==> src/rtl/lwb_pkg.sv <==
package lwb_pkg;

  typedef logic [2:0] fcode_t;

  // upper factor selections
  localparam fcode_t F1_CONST      = 3'd4;
  localparam fcode_t F1_PIX_CONST  = 3'd6;
  // lower factor selections
  localparam fcode_t F2_INV_CONST     = 3'd5;
  localparam fcode_t F2_INV_PIX_CONST = 3'd7;

  localparam int NUM_CH = 3;

endpackage

==> src/rtl/lwb_win_hit.sv <==
module lwb_win_hit #(
  parameter int XW = 12,
  parameter int YW = 11
) (
  input  logic          en,
  input  logic [XW-1:0] px,
  input  logic [YW-1:0] py,
  input  logic [XW-1:0] x0,
  input  logic [XW-1:0] x1,
  input  logic [YW-1:0] y0,
  input  logic [YW-1:0] y1,
  output logic          hit
);

  logic in_x;
  logic in_y;

  // bounds are inclusive on both ends
  always_comb begin
    in_x = (px >= x0) && (px <= x1);
    in_y = (py >= y0) && (py <= y1);
    hit  = en && in_x && in_y;
  end

endmodule

==> src/rtl/lwb_alpha_mul.sv <==
module lwb_alpha_mul #(
  parameter int CW = 8
) (
  input  logic [CW-1:0] a,
  input  logic [CW-1:0] ca,
  output logic [CW-1:0] pa
);

  localparam int PW = 2 * CW;
  localparam logic [CW-1:0] FULL = '1;
  localparam logic [CW-1:0] HALF = FULL >> 1;

  logic [PW-1:0] prod;

  // rounded a*ca/FULL; fits since FULL^2 + HALF < 2^PW
  always_comb begin
    prod = PW'(a) * PW'(ca) + PW'(HALF);
    pa   = CW'(prod / PW'(FULL));
  end

endmodule

==> src/rtl/lwb_factor_sel.sv <==
module lwb_factor_sel
  import lwb_pkg::*;
#(
  parameter int CW = 8
) (
  input  fcode_t        code1,
  input  fcode_t        code2,
  input  logic [CW-1:0] pa,
  input  logic [CW-1:0] ca,
  output logic [CW-1:0] f1,
  output logic [CW-1:0] f2
);

  localparam logic [CW-1:0] FULL = '1;

  always_comb begin
    case (code1)
      F1_PIX_CONST: f1 = pa;
      F1_CONST:     f1 = ca;
      default:      f1 = ca;
    endcase
    case (code2)
      F2_INV_PIX_CONST: f2 = FULL - pa;
      F2_INV_CONST:     f2 = FULL - ca;
      default:          f2 = FULL - ca;
    endcase
  end

endmodule

==> src/rtl/lwb_chan_mix.sv <==
module lwb_chan_mix #(
  parameter int CW = 8
) (
  input  logic [CW-1:0] f1,
  input  logic [CW-1:0] f2,
  input  logic [CW-1:0] c,
  input  logic [CW-1:0] l,
  output logic [CW-1:0] y
);

  localparam int PW = 2 * CW + 1;
  localparam logic [CW-1:0] FULL = '1;
  localparam logic [CW-1:0] HALF = FULL >> 1;

  logic [PW-1:0] acc;
  logic [PW-1:0] quo;

  always_comb begin
    acc = PW'(f1) * PW'(c) + PW'(f2) * PW'(l) + PW'(HALF);
    quo = acc / PW'(FULL);
    // factors may sum above FULL, so clamp
    y   = (quo > PW'(FULL)) ? FULL : quo[CW-1:0];
  end

endmodule

==> src/rtl/layer_win_blend.sv <==
module layer_win_blend
  import lwb_pkg::*;
#(
  parameter int CW = 8,
  parameter int XW = 12,
  parameter int YW = 11
) (
  input  logic                 clk,
  input  logic                 rst,
  input  logic [XW-1:0]        pos_x,
  input  logic [YW-1:0]        pos_y,
  input  logic                 lay_en,
  input  logic [4*CW-1:0]      lay_argb,
  input  logic [NUM_CH*CW-1:0] low_rgb,
  input  logic [XW-1:0]        win_x0,
  input  logic [XW-1:0]        win_x1,
  input  logic [YW-1:0]        win_y0,
  input  logic [YW-1:0]        win_y1,
  input  logic [CW-1:0]        const_alpha,
  input  logic [2:0]           f1_code,
  input  logic [2:0]           f2_code,
  output logic [NUM_CH*CW-1:0] out_rgb
);

  localparam int RGBW = NUM_CH * CW;

  // ---------------- stage 0: combinational front end ----------------
  logic          hit_c;
  logic [CW-1:0] pa_c;

  lwb_win_hit #(.XW(XW), .YW(YW)) u_win (
    .en  (lay_en),
    .px  (pos_x),
    .py  (pos_y),
    .x0  (win_x0),
    .x1  (win_x1),
    .y0  (win_y0),
    .y1  (win_y1),
    .hit (hit_c)
  );

  lwb_alpha_mul #(.CW(CW)) u_amul (
    .a  (lay_argb[4*CW-1 -: CW]),
    .ca (const_alpha),
    .pa (pa_c)
  );

  // ---------------- stage 1 registers ----------------
  logic            s1_hit;
  logic [CW-1:0]   s1_pa;
  logic [CW-1:0]   s1_ca;
  fcode_t          s1_f1code;
  fcode_t          s1_f2code;
  logic [RGBW-1:0] s1_col;
  logic [RGBW-1:0] s1_low;

  always_ff @(posedge clk) begin
    if (rst) begin
      s1_hit    <= 1'b0;
      s1_pa     <= '0;
      s1_ca     <= '0;
      s1_f1code <= '0;
      s1_f2code <= '0;
      s1_col    <= '0;
      s1_low    <= '0;
    end else begin
      s1_hit    <= hit_c;
      s1_pa     <= pa_c;
      s1_ca     <= const_alpha;
      s1_f1code <= f1_code;
      s1_f2code <= f2_code;
      s1_col    <= lay_argb[RGBW-1:0];
      s1_low    <= low_rgb;
    end
  end

  // ---------------- stage 1 combinational: factors and mixing ----------------
  logic [CW-1:0]   f1_w;
  logic [CW-1:0]   f2_w;
  logic [RGBW-1:0] mix_w;

  lwb_factor_sel #(.CW(CW)) u_fsel (
    .code1 (s1_f1code),
    .code2 (s1_f2code),
    .pa    (s1_pa),
    .ca    (s1_ca),
    .f1    (f1_w),
    .f2    (f2_w)
  );

  for (genvar ch = 0; ch < NUM_CH; ch++) begin : g_chan
    lwb_chan_mix #(.CW(CW)) u_mix (
      .f1 (f1_w),
      .f2 (f2_w),
      .c  (s1_col[ch*CW +: CW]),
      .l  (s1_low[ch*CW +: CW]),
      .y  (mix_w[ch*CW +: CW])
    );
  end

  // ---------------- stage 2: registered output ----------------
  always_ff @(posedge clk) begin
    if (rst) begin
      out_rgb <= '0;
    end else begin
      out_rgb <= s1_hit ? mix_w : s1_low;
    end
  end

endmodule

==> config.mk <==
export PLATFORM = sky130hd
export DESIGN_NAME = layer_win_blend
export DESIGN_NICKNAME = d
export VERILOG_FILES = /design/src/rtl/lwb_pkg.sv /design/src/rtl/lwb_win_hit.sv /design/src/rtl/lwb_alpha_mul.sv /design/src/rtl/lwb_factor_sel.sv /design/src/rtl/lwb_chan_mix.sv /design/src/rtl/layer_win_blend.sv
export SDC_FILE = /design/constraint.sdc
export NUM_CORES = 2
export LEC_CHECK = 0
export ABC_AREA = 1
export BUFFER_PORTS_ARGS = -buffer_cell sky130_fd_sc_hd__buf_2
export CAP_MARGIN = 20
export CORE_MARGIN = 2
export CORE_UTILIZATION = 70
export DETAILED_ROUTE_END_ITERATION = 6
export HOLD_SLACK_MARGIN = 0.03
export PLACE_DENSITY = 0.95
export SLEW_MARGIN = 20
export SYNTH_ARGS = -nofsm -noshare
export SYNTH_HDL_FRONTEND = slang
export SYNTH_SLANG_ARGS = --single-unit
==> constraint.sdc <==
create_clock -name clk -period 30.5 [get_ports clk]
set_input_delay 1.525 -clock clk [delete_from_list [all_inputs] [get_ports clk]]
set_output_delay 1.525 -clock clk [all_outputs]
set_load 0.01 [all_outputs]
After elaboration in Yosys (flattened, before gate mapping)
Cells that the tools add are included.
{ "totals": {"reg_bits": 95, "inputBits": 142, "output_inout_bits": 24, "wordCells": 47} }
{ "op_classes": {"addsub": 9, "mul": 7, "div": 4, "magnitude_cmp": 7, "eq_ne": 2, "muxes": 6, "n_reduce_logical": 4} }
{ "ops": {"columns": ["operator", "n"], "rows": [
  ["multiplier 8 x 8 -> 16 bit", 7],
  ["adder 16 x 16 -> 17 bit", 3],
  ["adder 17 x 7 -> 17 bit (second input constant)", 3],
  ["divider 17 x 8 -> 17 bit (second input constant)", 3],
  ["> comparator 17 x 8 -> 1 bit (second input constant)", 3],
  ["two-way mux 8 bit", 5],
  ["two-way mux 24 bit", 1],
  ["adder 16 x 7 -> 16 bit (second input constant)", 1],
  ["divider 16 x 8 -> 16 bit (second input constant)", 1],
  ["subtractor 8 bit (first input constant)", 2],
  ["greater-or-equal comparator 12 bit", 1],
  ["less-or-equal comparator 12 bit", 1],
  ["greater-or-equal comparator 11 bit", 1],
  ["less-or-equal comparator 11 bit", 1],
  ["== test 3 bit (second input constant)", 2],
  ["logical AND 1 bit", 4]
]} }

Longest topological paths before layout
{ "logic_depth": {"ltp_word": 9, "ltp_mapped": 85, "mapped_depth_nobuf": 83} }

Cells and area by module
A second synthesis with hierarchy kept.
{ "unflattened": {"hier_cells": 4871, "hier_area_um2": 30506.8} }
{ "by_module_without_submodules": {"columns": ["module", "n_inst", "cells_each", "area_each_um2", "seq_area_each_um2"], "rows": [
  ["lwb_chan_mix at g_chan[1].u_mix", 1, 1145, 7099.3, 0.0],
  ["lwb_chan_mix at g_chan[2].u_mix", 1, 1123, 7089.3, 0.0],
  ["lwb_chan_mix at g_chan[0].u_mix", 1, 1114, 7020.5, 0.0],
  ["lwb_alpha_mul", 1, 815, 4616.9, 0.0],
  ["layer_win_blend", 1, 373, 2996.6, 1901.8],
  ["lwb_win_hit", 1, 229, 1308.8, 0.0],
  ["lwb_factor_sel", 1, 72, 375.4, 0.0]
]} }

Least setup slack after synthesis
No wires, ideal clock.
{ "synth_timing": {"kind": "reg2reg", "startpoint": "register s1_f2code[2]", "endpoint": "register out_rgb[8]", "setup_time_ns": 0.109, "arrival_ns": 10.247, "required_ns": 30.391, "path_slack_ns": 20.145, "path_stages_with_launch": 75, "path_buffers": 3, "synth_period_minus_slack_ns": 10.355, "cell_sequence": "dfxtp_1 > nand3_1 > clkbuf_1 > o21ai_1 > clkbuf_1 > nor2_1 > fa_1 > inv_1 > fa_1 > inv_1 > fa_1 > fa_1 > fa_1 > inv_1 > fa_1 > inv_1 > ha_1 > nand2_1 > (+39 left out) > nand2_4 > nand2_4 > nand2_2 > nand2_1 > inv_1 > ha_1 > nand3_1 > nor2_2 > nand2_1 > nand2_1 > nand2_1 > inv_1 > nand3_1 > nand2_1 > nand2_1 > nand3_1 > nand2_1 > inv_1"} }
{ "synth_via": {"elab_chain_len": 9} }
{ "synth_lines": {"columns": ["element", "line_no", "text"], "rows": [
  ["from (decl)", "layer_win_blend.sv:53", "fcode_t s1_f2code;"],
  ["from (signal assigned)", "layer_win_blend.sv:71", "s1_f2code <= f2_code;"],
  ["== test 3 bit (*)", "lwb_factor_sel.sv:22", "case (code2)"],
  ["two-way mux 8 bit (*)", null, null],
  ["multiplier 8 x 8 -> 16 bit (*)", "lwb_chan_mix.sv:19", "acc = PW'(f1) * PW'(c) + PW'(f2) * PW'(l) + PW'(HALF);"],
  ["adder 16 x 16 -> 17 bit (*)", "lwb_chan_mix.sv:19", null],
  ["adder 17 x 7 -> 17 bit (*)", "lwb_chan_mix.sv:19", null],
  ["divider 17 x 8 -> 17 bit (*)", "lwb_chan_mix.sv:20", "quo = acc / PW'(FULL);"],
  ["> comparator 17 x 8 -> 1 bit", "lwb_chan_mix.sv:22", "y = (quo > PW'(FULL)) ? FULL : quo[CW-1:0];"],
  ["two-way mux 8 bit (*)", "lwb_chan_mix.sv:22", null],
  ["two-way mux 24 bit (*)", "layer_win_blend.sv:106", "out_rgb <= s1_hit ? mix_w : s1_low;"],
  ["to (signal assigned)", "layer_win_blend.sv:106", null],
  ["to (decl)", "layer_win_blend.sv:22", "output logic [NUM_CH*CW-1:0] out_rgb"]
]} }
Every way passes the cells marked *; elsewhere a longest branch is shown, timed or not.
A chain may end at the register's enable or synchronous reset.

Worst setup path after layout
{ "layout_timing": {"startpoint": "register s1_f2code[0]", "endpoint": "register out_rgb[8]"} }
The elaborated chain is that of the path after synthesis.

==> flow_metrics.py <==
metrics = {
    "outcome": {
        "status": "finished, violations left",
        "violations": "design-rule violations",
    },
    "route": {
        "drt_pass1_iterations": 7,
        "drc": 16,
        "routed_wl_mm": 76.1,
        "ant_nets": 0,
        "vias": 27700,
        "routedWlPerCell_um": 15.6,
        "drtIter0Drc": 2774,
        "vias_per_cell": 5.67,
    },
    "global_route": {
        "grt_overflow": 0,
        "grt_max_degree": 73,
        "grt_usage_pct": 37.9,
        "first_global_vias": 28800,
        "antenna_found_initial": 2,
        "grt_pass1_wl_mm": 129,
    },
    "synthesis": {
        "synth_nets": 4979,
        "synthCells": 4221,
        "synth_seq_cells": 95,
        "synthArstFlopShare_pct": 0,
        "syn_area_um2": 28100,
        "yosysWarnings": 0,
        "ys.flop_type": "dfxtp_1",
        "post_synth.cell_area_avg_um2": 6.66,
        "synth_cell_types": 58,
        "synth_edf_count": 0,
        "ys_seq_area_share_pct": 6.76,
    },
    "finish": {
        "nNetsFinal": 5117,
        "areaGrowthSynthToFinish_pct": 5.96,
        "drive_gt1_share_pct": 12.2,
        "instances_no_fill": 4891,
    },
    "floorplan": {
        "core-area_um2": 39700,
        "die_w_um": 204,
        "start_util_pct": 70.8,
        "row_count": 73,
        "fp.dieH_um": 204,
        "die_area_um2": 41800,
        "ioPinCount": 166,
    },
    "placed_design": {
        "io_buffer_count": 165,
        "placed_cells": 4873,
        "hpwl_mm": 61.7,
        "gp_congestion": 0.987,
    },
    "clock_tree": {
        "worstSkewPairLatency_ns": 0.40,
        "cts_tree": "built",
        "clkTransAtPathRegs_ns": 0.07,
        "cts_max_level": 3,
        "holdBufCountCts": 0,
        "postCtsSetupBuffers": 0,
        "cts_buffers": 9,
        "cts_resized": 0,
        "cts_sinks": 95,
        "clk_path_buf_depth": 2,
        "clock-root-buffer": "clkbuf_16",
    },
    "critical_path": {
        "path_common_cell": "nand2_1",
        "crit_path_end": "out_rgb[8]$_SDFF_PP0_",
        "cp_max_fo": 15,
        "path_buf_inv": 8,
        "r2r_end": "out_rgb[8]$_SDFF_PP0_",
        "rrSetupSlack_ns": 18.10,
        "critPathArrivalTime_ns": 12.68,
        "end_kind": "flip-flop",
        "critPathTopFamily": "simple AND/OR/NAND/NOR gates",
        "r2r_cells": 73,
        "rr_startpoint": "s1_f2code[0]$_SDFF_PP0_",
        "crit_cells": 73,
        "crit_path_start": "s1_f2code[0]$_SDFF_PP0_",
        "startpoint_type": "flip-flop",
        "critPathSlowestCell": "inv_1",
        "crit_type": "flip-flop to flip-flop",
        "crit_required_ns": 30.78,
        "critPathMaxStageDelay_ns": 0.71,
    },
    "timing": {
        "fin_tns_setup_ns": 0,
        "period_share_pct": 40.7,
        "tightestPinTransition_ns": 0.865,
        "finClkSkew_ns": 0.0214,
        "grt_setup_unrepaired": "no",
        "finalCriticalPeriod_ns": 12.40,
        "finalHoldViolCount": 0,
        "fmax_mhz": 80.6,
        "setup_viol": 0,
        "slew_headroom_pct": 42.3,
        "maxSlewViolCount": 0,
    },
    "worst_hold_path": {
        "min_path_type": "flip-flop to flip-flop",
        "holdPathStages": 2,
    },
    "job": {
        "cap_violations": 0,
    },
}
==> layout by cell type, fill, tap and decap left out, types with 3 or more instances in the layout <==
master	Yosys	routed
nand3_1	222	222
o221ai_1	21	21
nand3_2	38	38
nand4_1	52	52
a21oi_1	89	89
or2_2	9	9
buf_4	0	16
xor2_2	6	6
o21bai_1	13	13
nand2_2	109	109
inv_2	46	47
xnor2_1	13	13
clkinv_1	10	10
a31oi_1	8	8
dfxtp_1	95	95
nand3_4	5	5
clkbuf_16	0	9
o21ai_0	64	61
and2_1	5	5
ha_1	262	262
buf_2	1	165
nor2_4	16	16
nor2_2	44	44
nand4_2	9	9
inv_1	998	997
nor4_1	4	4
a21oi_2	8	8
nor3_1	12	12
a21o_1	5	5
a21boi_0	4	4
xor2_1	36	36
fa_1	354	354
o21ai_1	54	57
nand3b_1	12	12
nor2_1	467	467
o211ai_1	14	14
nand2_1	1003	1003
o21ai_2	12	12
o31ai_1	3	3
nand2_4	24	24
==> cell families after synthesis <==
logic type / count (synthesis) / synth area share [%]
AOI/OAI and AO/OA: 308 / 6.59
xor gates and xnor gates: 56 / 1.93
adders and majority gates: 616 / 36.8
buffers and inverters: 1108 / 14.9
DFF: 95 / 6.76
and+or+nand+nor: 2038 / 32.9
==> Yosys cell counts (2+ instances only) <==
library cell | number | area (µm²)
nand2_2 | 109 | 682
or2_1 | 2 | 12.5
nor2_1 | 467 | 1750
nor3_1 | 12 | 60.1
nor2_2 | 44 | 275
xor2_2 | 6 | 97.6
o21bai_1 | 13 | 97.6
nor2_4 | 16 | 180
nand3_1 | 222 | 1110
inv_2 | 46 | 173
clkinv_1 | 10 | 37.5
dfxtp_1 | 95 | 1900
a21oi_1 | 89 | 445
or2_2 | 9 | 56.3
o31ai_1 | 3 | 22.5
o21ai_2 | 12 | 105
nand3b_1 | 12 | 90.1
nand3_4 | 5 | 87.6
a21boi_0 | 4 | 30.0
nand4_1 | 52 | 325
o211ai_1 | 14 | 105
nor4_1 | 4 | 25.0
buf_6 | 4 | 45.0
a31oi_1 | 8 | 50.1
a2111oi_0 | 2 | 17.5
xnor2_1 | 13 | 114
nand3b_2 | 2 | 22.5
o221ai_1 | 21 | 184
a21oi_2 | 8 | 70.1
clkbuf_1 | 47 | 176
nor3_2 | 2 | 20.0
inv_1 | 998 | 3750
ha_1 | 262 | 3280
nand4_2 | 9 | 113
nand2_1 | 1003 | 3760
a21o_1 | 5 | 37.5
xor2_1 | 36 | 315
fa_1 | 354 | 7090
o21a_1 | 2 | 15.0
o21ai_1 | 54 | 270
o21ai_0 | 64 | 320
nand2_4 | 24 | 270
and2_1 | 5 | 31.3
nand3_2 | 38 | 380
==> stage by stage <==
stage | area, µm² | setup slack (ns) | util [%] | hold WS, ns
floorplan | 28100 | 20.14 | - | 0.504
detailed placement | 29500 | 18.50 | 74.2 | 0.636
global route | 29800 | 17.06 | 75.0 | 0.674
CTS | 29800 | 18.41 | 75.0 | 0.665
finish | 29800 | 18.10 | 75.0 | 0.675
global placement | 29500 | 18.93 | 74.2 | 0.630
==> cell type report <==
cell class	count	area [µm²]
tap	525	657
clock inverter	6	75.1
fill	2811	9920
antenna	2	5.00
sequential	95	1900
multi-input combinational	3018	22000
timing repair buffer	181	946
clock buffer	10	239
inverter	1054	3960
==> metal layers <==
metal / global-route usage [%] / up-vias / share of wire, %
met2: 63.7 / 1551 / 47
met3: 8.66 / 533 / 11
met5: 0.952 / - / 0.060
li1: - / 13000 / -
met4: 24.2 / 2 / 7.2
met1: 43.5 / 12700 / 35
==> flip-flops by register name (all words and copies together) (netlist names) <==
register and count:
s1_ca 8, s1_hit 1, s1_f2code 3, s1_pa 8, out_rgb 24, s1_f1code 3
s1_col 24, s1_low 24
==> worst min-delay path by stage <==
stage	endpoint	start
floorplan	out_rgb[11]$_SDFF_PP0_	s1_low[11]$_SDFF_PP0_
global placement	out_rgb[3]$_SDFF_PP0_	s1_low[3]$_SDFF_PP0_
detailed placement	out_rgb[3]$_SDFF_PP0_	s1_low[3]$_SDFF_PP0_
CTS	out_rgb[12]$_SDFF_PP0_	s1_low[12]$_SDFF_PP0_
global route	out_rgb[11]$_SDFF_PP0_	s1_low[11]$_SDFF_PP0_
finish	out_rgb[12]$_SDFF_PP0_	s1_low[12]$_SDFF_PP0_
==> worst reg2reg max path, delay by kind of cell (launching register included) <==
kind                       cells  cell delay, ns
and+or+nand+nor               54            6.33
adders and majority gates      8            3.67
buffers and inverters          8            1.17
xor gates and xnor gates       1            0.39
DFF                            1            0.38
AOI/OAI and AO/OA              2            0.33
Power is not shown: default switching activity piles up to over one toggle a cycle in this logic, so the estimate is an artifact.
